File: config.mk
export PLATFORM = sky130hd
export DESIGN_NAME = qle_energy_sum
export DESIGN_NICKNAME = d
export VERILOG_FILES = /design/src/rtl/qle_pkg.sv /design/src/rtl/qle_sum3.sv /design/src/rtl/qle_clamp.sv /design/src/rtl/qle_encoder.sv /design/src/rtl/qle_energy_sum.sv
export SDC_FILE = /design/constraint.sdc
export NUM_CORES = 1
export LEC_CHECK = 0
export ABC_AREA = 1
export BUFFER_PORTS_ARGS = -buffer_cell sky130_fd_sc_hd__buf_2
export CELL_PAD_IN_SITES_DETAIL_PLACEMENT = 0
export CELL_PAD_IN_SITES_GLOBAL_PLACEMENT = 1
export CORE_MARGIN = 5
export CORE_UTILIZATION = 40
export CTS_CLUSTER_SIZE = 20
export DETAILED_ROUTE_END_ITERATION = 7
export GPL_TIMING_DRIVEN = 0
export HOLD_SLACK_MARGIN = 0.05
export PLACE_DENSITY = 0.76
export SYNTH_ARGS = -nofsm -noshare
export SYNTH_HDL_FRONTEND = slang
export SYNTH_HIERARCHICAL = 1
export SYNTH_SLANG_ARGS = --single-unit
File: constraint.sdc
create_clock -name clk -period 5.9 [get_ports clk]
set_clock_uncertainty 0.2 [all_clocks]
set_input_delay 1.18 -clock clk [delete_from_list [all_inputs] [get_ports clk]]
set_output_delay 1.18 -clock clk [all_outputs]
set_load 0.1 [all_outputs]
File: src/rtl/qle_pkg.sv
package qle_pkg;

    localparam int QLE_RANGE_W = 2;
    localparam int QLE_MANT_W  = 6;
    localparam int QLE_CODE_W  = QLE_RANGE_W + QLE_MANT_W;

    typedef enum logic [1:0] {
        ST_IDLE  = 2'd0,
        ST_ADD   = 2'd1,
        ST_CLAMP = 2'd2,
        ST_PACK  = 2'd3
    } qle_state_e;

endpackage

File: src/rtl/qle_sum3.sv
module qle_sum3 #(
    parameter int PART_W    = 14,
    parameter int SUM_W     = 17,
    parameter bit SIGNED_IN = 1'b0
) (
    input  logic [3*PART_W-1:0] part,
    input  logic [2:0]          ok,
    output logic [SUM_W-1:0]    total
);
    localparam int EXT_W = SUM_W - PART_W;

    logic [SUM_W-1:0] ext [3];

    for (genvar k = 0; k < 3; k++) begin : g_term
        logic [PART_W-1:0] slice;
        assign slice = part[k*PART_W +: PART_W];
        if (SIGNED_IN) begin : g_sext
            assign ext[k] = ok[k] ? {{EXT_W{slice[PART_W-1]}}, slice} : '0;
        end else begin : g_zext
            assign ext[k] = ok[k] ? {{EXT_W{1'b0}}, slice} : '0;
        end
    end

    assign total = ext[0] + ext[1] + ext[2];

endmodule

File: src/rtl/qle_clamp.sv
module qle_clamp #(
    parameter int SUM_W = 17,
    parameter int MAG_W = 12,
    parameter int SAT   = 4095
) (
    input  logic [SUM_W-1:0] total,
    output logic             neg,
    output logic [MAG_W-1:0] mag
);
    logic [SUM_W-1:0] absv;

    always_comb begin
        neg  = total[SUM_W-1];
        absv = neg ? (~total + SUM_W'(1)) : total;
        if (absv > SUM_W'(SAT)) begin
            mag = MAG_W'(SAT);
        end else begin
            mag = absv[MAG_W-1:0];
        end
    end

endmodule

File: src/rtl/qle_encoder.sv
module qle_encoder #(
    parameter int MAG_W      = 12,
    parameter int RANGE_W    = 2,
    parameter int MANT_W     = 6,
    parameter int STEP_SHIFT = 2
) (
    input  logic                      sign,
    input  logic [MAG_W-1:0]          mag,
    output logic [RANGE_W+MANT_W-1:0] code,
    output logic                      parity
);
    localparam int RANGES = 2 ** RANGE_W;

    logic [RANGES-1:0] fits;
    logic [MANT_W-1:0] mant_r [RANGES];

    for (genvar r = 0; r < RANGES; r++) begin : g_range
        logic [MAG_W-1:0] shifted;
        assign shifted   = mag >> (r * STEP_SHIFT);
        assign fits[r]   = (shifted >> MANT_W) == '0;
        assign mant_r[r] = shifted[MANT_W-1:0];
    end

    always_comb begin
        code = '1;
        for (int r = RANGES - 1; r >= 0; r--) begin
            if (fits[r]) begin
                code = {RANGE_W'(r), mant_r[r]};
            end
        end
        parity = ~^{sign, code};
    end

endmodule

File: src/rtl/qle_energy_sum.sv
module qle_energy_sum
    import qle_pkg::*;
#(
    parameter int PART_W     = 14,
    parameter int SAT_GEV    = 4095,
    parameter int STEP_SHIFT = 2
) (
    input  logic                  clk,
    input  logic                  rst_n,
    input  logic                  xing_strobe,
    input  logic [3*PART_W-1:0]   et_part,
    input  logic [3*PART_W-1:0]   ex_part,
    input  logic [3*PART_W-1:0]   ey_part,
    input  logic [2:0]            et_ok,
    input  logic [2:0]            ex_ok,
    input  logic [2:0]            ey_ok,
    output logic                  out_valid,
    output logic [QLE_CODE_W:0]   et_word,
    output logic [QLE_CODE_W+1:0] ex_word,
    output logic [QLE_CODE_W+1:0] ey_word
);
    localparam int NQ    = 3;
    localparam int SUM_W = PART_W + 3;
    localparam int MAG_W = $clog2(SAT_GEV + 1);

    qle_state_e state, nxt;
    logic       accept;

    logic [3*PART_W-1:0]   part_in  [NQ];
    logic [2:0]            ok_in    [NQ];
    logic [3*PART_W-1:0]   cap_part [NQ];
    logic [2:0]            cap_ok   [NQ];
    logic [SUM_W-1:0]      sum_w    [NQ];
    logic [SUM_W-1:0]      sum_q    [NQ];
    logic                  neg_w    [NQ];
    logic [MAG_W-1:0]      mag_w    [NQ];
    logic                  neg_q    [NQ];
    logic [MAG_W-1:0]      mag_q    [NQ];
    logic [QLE_CODE_W-1:0] code_w   [NQ];
    logic                  par_w    [NQ];

    assign part_in[0] = et_part;
    assign part_in[1] = ex_part;
    assign part_in[2] = ey_part;
    assign ok_in[0]   = et_ok;
    assign ok_in[1]   = ex_ok;
    assign ok_in[2]   = ey_ok;

    // Controller: state register
    always_ff @(posedge clk) begin
        if (!rst_n) begin
            state <= ST_IDLE;
        end else begin
            state <= nxt;
        end
    end

    // Controller: next state
    always_comb begin
        nxt = state;
        unique case (state)
            ST_IDLE:  nxt = xing_strobe ? ST_ADD : ST_IDLE;
            ST_ADD:   nxt = ST_CLAMP;
            ST_CLAMP: nxt = ST_PACK;
            ST_PACK:  nxt = xing_strobe ? ST_ADD : ST_IDLE;
            default:  nxt = ST_IDLE;
        endcase
    end

    assign accept = xing_strobe && ((state == ST_IDLE) || (state == ST_PACK));

    // Datapath per quantity: 0 = ET, 1 = EX, 2 = EY
    for (genvar q = 0; q < NQ; q++) begin : g_qty
        qle_sum3 #(
            .PART_W    (PART_W),
            .SUM_W     (SUM_W),
            .SIGNED_IN (q != 0)
        ) u_sum (
            .part  (cap_part[q]),
            .ok    (cap_ok[q]),
            .total (sum_w[q])
        );

        qle_clamp #(
            .SUM_W (SUM_W),
            .MAG_W (MAG_W),
            .SAT   (SAT_GEV)
        ) u_clamp (
            .total (sum_q[q]),
            .neg   (neg_w[q]),
            .mag   (mag_w[q])
        );

        qle_encoder #(
            .MAG_W      (MAG_W),
            .RANGE_W    (QLE_RANGE_W),
            .MANT_W     (QLE_MANT_W),
            .STEP_SHIFT (STEP_SHIFT)
        ) u_enc (
            .sign   (neg_q[q]),
            .mag    (mag_q[q]),
            .code   (code_w[q]),
            .parity (par_w[q])
        );

        always_ff @(posedge clk) begin
            if (!rst_n) begin
                cap_part[q] <= '0;
                cap_ok[q]   <= '0;
                sum_q[q]    <= '0;
                neg_q[q]    <= 1'b0;
                mag_q[q]    <= '0;
            end else begin
                if (accept) begin
                    cap_part[q] <= part_in[q];
                    cap_ok[q]   <= ok_in[q];
                end
                if (state == ST_ADD) begin
                    sum_q[q] <= sum_w[q];
                end
                if (state == ST_CLAMP) begin
                    neg_q[q] <= neg_w[q];
                    mag_q[q] <= mag_w[q];
                end
            end
        end
    end

    // Controller: outputs
    always_ff @(posedge clk) begin
        if (!rst_n) begin
            out_valid <= 1'b0;
            et_word   <= '0;
            ex_word   <= '0;
            ey_word   <= '0;
        end else begin
            out_valid <= (state == ST_PACK);
            if (state == ST_PACK) begin
                et_word <= {par_w[0], code_w[0]};
                ex_word <= {par_w[1], neg_q[1], code_w[1]};
                ey_word <= {par_w[2], neg_q[2], code_w[2]};
            end
        end
    end


    add_to_clamp_chk: assert property (@(posedge clk) disable iff (!rst_n)
        state == ST_ADD |=> state == ST_CLAMP);


    valid_after_pack_chk: assert property (@(posedge clk) disable iff (!rst_n)
        out_valid |-> $past(state) == ST_PACK);


    busy_capture_hold_chk: assert property (@(posedge clk) disable iff (!rst_n)
        (state == ST_ADD || state == ST_CLAMP) |=> $stable(cap_part[1]) && $stable(cap_ok[1]));


    et_parity_chk: assert property (@(posedge clk) disable iff (!rst_n)
        out_valid |-> ^et_word);


    ex_parity_chk: assert property (@(posedge clk) disable iff (!rst_n)
        out_valid |-> ^ex_word);


    ey_parity_chk: assert property (@(posedge clk) disable iff (!rst_n)
        out_valid |-> ^ey_word);


    zero_sign_chk: assert property (@(posedge clk) disable iff (!rst_n)
        (out_valid && ex_word[QLE_CODE_W-1:0] == '0) |-> !ex_word[QLE_CODE_W]);


    sat_code_chk: assert property (@(posedge clk) disable iff (!rst_n)
        (state == ST_PACK && mag_q[0] == MAG_W'(SAT_GEV)) |=> et_word[QLE_CODE_W-1:0] == '1);


    hold_words_chk: assert property (@(posedge clk) disable iff (!rst_n)
        !out_valid |-> $stable(et_word) && $stable(ex_word) && $stable(ey_word));

endmodule

==> impl_metrics.yaml <==
worst_hold_path:
  hp-class: "flop to flop"
placed_design:
  dpl_cell_area_sq_um: 20020
  inst_count_dp: 3188
  pre_cts_slack_ns: 2.195
  hpwlAfterDp_mm: 31.69
  portBuffers: 167
  gpl.final_weighted_congestion: 0.8861
drt:
  drcViolationCount: 0
  detailedRoute.firstIterationViolations: 552
  routed_wire_length_per_instance_um: 12.03
  vias: 14210
  antenna_left: 0
  route.detailed.vias_per_inst: 4.381
  first_pass_iters: 5
  finalWirelength_mm: 39.02
timing:
  worst_pin_slew_ns: 1.120
  hold_violation_total_from_the_final_report: 0
  setup_viol_count_final: 0
  timing.hold.ws_ns: 0.2908
  maxSlewViolCount: 0
  layout_worst_path_cycle_share_pct: 62.10
  slew_headroom_pct: 25.30
  grt_setup_unrepaired: "false"
  setup_total_negative_slack_ns: 0
  max_freq_ghz: 0.2729
  pnr_worst_setup_slack_ns: 2.236
  finalWorstPathRequiredPeriod_ns: 3.664
clock_network:
  ctsResizeCount: 0
  cts-buffers-inserted: 30
  cts-hold-fix-buffers: 0
  clock_sinks: 257
  cts_max_path_buffers: 3
  post-cts-setup-buffer-count: 0
  clkSlewWorstSetupHoldPaths_ns: 0.06
  cts_max_level: 1
  worstSkewPairLatency_ns: 0.58
  clockRootBuffer: "clkbuf_16"
  cts_tree: "done"
final_layout:
  finish.cell_count_without_fillers: 3244
  n_antenna_cell: 0
  postLayoutCoreUtil_pct: 46.27
  mostFrequentLayoutCells: "592 x nand2_1, 532 x inv_1, 346 x nor2_1"
  final_common_cell: "nand2_1"
  design.final.nets: 2855
  cell_area_after_layout_sq_um: 21040
  layout-area-overhead-vs-synth_pct: 14.39
  post_route_cells_drive_above_1_share_pct: 19.10
critical_path:
  timing.setup.critical_path_class: "flop to flop"
  cp.required_ns: 6.01
  critical-path-top-delay-family: "simple AND/OR/NAND/NOR gates"
  worst_path_largest_cell_delay_ns: 0.47
  cp-start-kind: "flop"
  crit_path_end_kind: "flop"
  critical_path_arrival_ns: 3.78
  crit_path_cell_trace: "clkbuf_1 -> nand2_1 -> inv_1 -> ha_1 -> a21oi_1 -> nor2_1 -> o21ai_0 -> nand3_1 -> nand2_1 -> nand2_1 -> ha_1 -> nand2_1 -> nor2_1 -> nand2_1 -> o21bai_1 -> nand3_1 -> nand2_1 -> inv_1 -> nor2_1"
  worst_path_most_repeated_cell: "nand2_1"
  worstPathBufferInverterCount: 3
  worstPathMaxFanout: 10
  critPathSlowestCell: "edfxtp_1"
synthesis:
  syn-mean-instance-area_sq_um: 7.602
  yosys_register_bits: 257
  netlist_area_sq_um: 18400
  syn_inst: 2420
  synth_area_leader_cell: "edfxtp_1"
  synthArstFlopShare_pct: 0
  yosys-top-cells-area: "edfxtp_1 37%, nand2_1 12%, inv_1 11%, nor2_1 7.1%, ha_1 4.4%"
  synth_top_flop_cell: "edfxtp_1"
  synth_cell_types: 45
  synth-warning-count: 6
  synth_top_area_share_pct: 36.56
  postSynthNetCount: 2655
  register_area_share_after_synthesis_pct: 40.16
  number_of_enable_flip_flop_cells_after_synthesis: 224
die:
  vertical_extent_of_the_die_um: 224.5
  floorplan.io_pins: 168
  floorplan.die_area_sq_um: 50380
  placeableCoreArea_sq_um: 45480
  die_x_um: 224.5
  floorplan.rows: 78
  initial_core_util_pct: 40.45
global_routing:
  globalRoute.totalOverflow: 0
  grt_pass1_vias: 14130
  first_pass_grt_wire_length_mm: 66.63
  grtUsageTotal_pct: 15.59
  grt_start_max_net_pins: 77
  grt_antenna_before_repair: 0
power:
  power_density_nw_per_um2: 334.0
  power_mw: 7.029
  cellLeakagePower_nw: 11.36
  ir_worst_vdd_v: 0.0002321
flow_run:
  max_cap_violation_count: 0
status:
  status: "completed"
==> kinds of logic (layout without fill, tap and decap cells) <==
family                   count (synthesis)  count (layout)  share of synthesized area [%]
AND/OR/NAND/NOR                       1276            1276                          31.72
buffers and inverters                  619             843                          13.73
flip-flops                             257             257                          40.16
AO/OA/AOI/OAI                          118             118                          3.999
adder cells (fa/ha/maj)                 97              97                          7.903
XOR/XNOR                                52              52                          2.476
other                                    1               1                        0.02038
==> area by class of cell <==
type	instances	area, sq um
Fill cell	4596	24430
Multi-Input combinational cell	1544	8494
Sequential cell	257	7387
Inverter	558	2098
Timing Repair Buffer	168	863.3
Clock buffer	31	754.5
Tap cell	600	750.7
Buffer	61	426.7
Clock inverter	25	269.0
==> synthesized netlist by cell type (3+ instances only) <==
| cell | number |
|---|---|
| nand2_1 | 594 |
| inv_1 | 532 |
| nor2_1 | 346 |
| edfxtp_1 | 224 |
| nand3_1 | 100 |
| nor2_2 | 74 |
| ha_1 | 65 |
| nand3_2 | 53 |
| o21ai_0 | 46 |
| xor2_1 | 43 |
| nand2_2 | 42 |
| a21oi_1 | 37 |
| dfxtp_1 | 33 |
| fa_1 | 32 |
| nor2_4 | 24 |
| inv_2 | 22 |
| clkbuf_1 | 18 |
| nand4_1 | 17 |
| buf_6 | 14 |
| buf_2 | 13 |
| o21ai_2 | 11 |
| buf_4 | 10 |
| nor3_1 | 9 |
| xnor2_1 | 9 |
| nand3b_1 | 8 |
| a21oi_2 | 5 |
| o21bai_1 | 4 |
| and2_1 | 3 |
| buf_1 | 3 |
| clkinv_2 | 3 |
| nor3_2 | 3 |
| o211ai_1 | 3 |
| o21a_1 | 3 |
| o21bai_2 | 3 |
==> path summary, 6_finish.rpt <==
kind	start	to	cells after the start	slack (ns)
setup / recovery	cap_ok[0][0]$_SDFFCE_PN0P_	sum_q[0][14]$_SDFFCE_PN0P_	19	2.24
hold / removal	ex_word[1]$_SDFFE_PN0P_	ex_word[1]$_SDFFE_PN0P_	2	0.29
setup reg to reg	cap_ok[0][0]$_SDFFCE_PN0P_	sum_q[0][14]$_SDFFCE_PN0P_	19	2.24
hold reg to reg	ex_word[1]$_SDFFE_PN0P_	ex_word[1]$_SDFFE_PN0P_	2	0.29
==> tightest hold or removal path, stage by stage (launching register included) <==
cell and delay [ns]:
dfxtp_1 0.32, o21ai_0 0.07, nor2_1 0.07
==> layer usage <==
layer,up-vias,track usage [%],part of all wire (%)
met5,-,0,0
met4,0,3.025,1.6
met3,53,1.971,3.5
met2,189,27.24,48
met1,6246,21.00,47
li1,7724,-,-
==> power breakdown <==
| part | switching (mW) | internal [mW] |
|---|---|---|
| clock | 0.766 | 1.12 |
| sequential | 0.214 | 2.42 |
| combinational | 1.69 | 0.829 |
==> sequential cells by signal, indices dropped and copies added, names as in the netlist <==
name	flops
ey_word	10
state	2
out_valid	1
et_word	9
neg_q	3
cap_part	126
cap_ok	9
ex_word	10
mag_q	36
sum_q	51
Note: power is estimated with default switching activity, not from simulation.
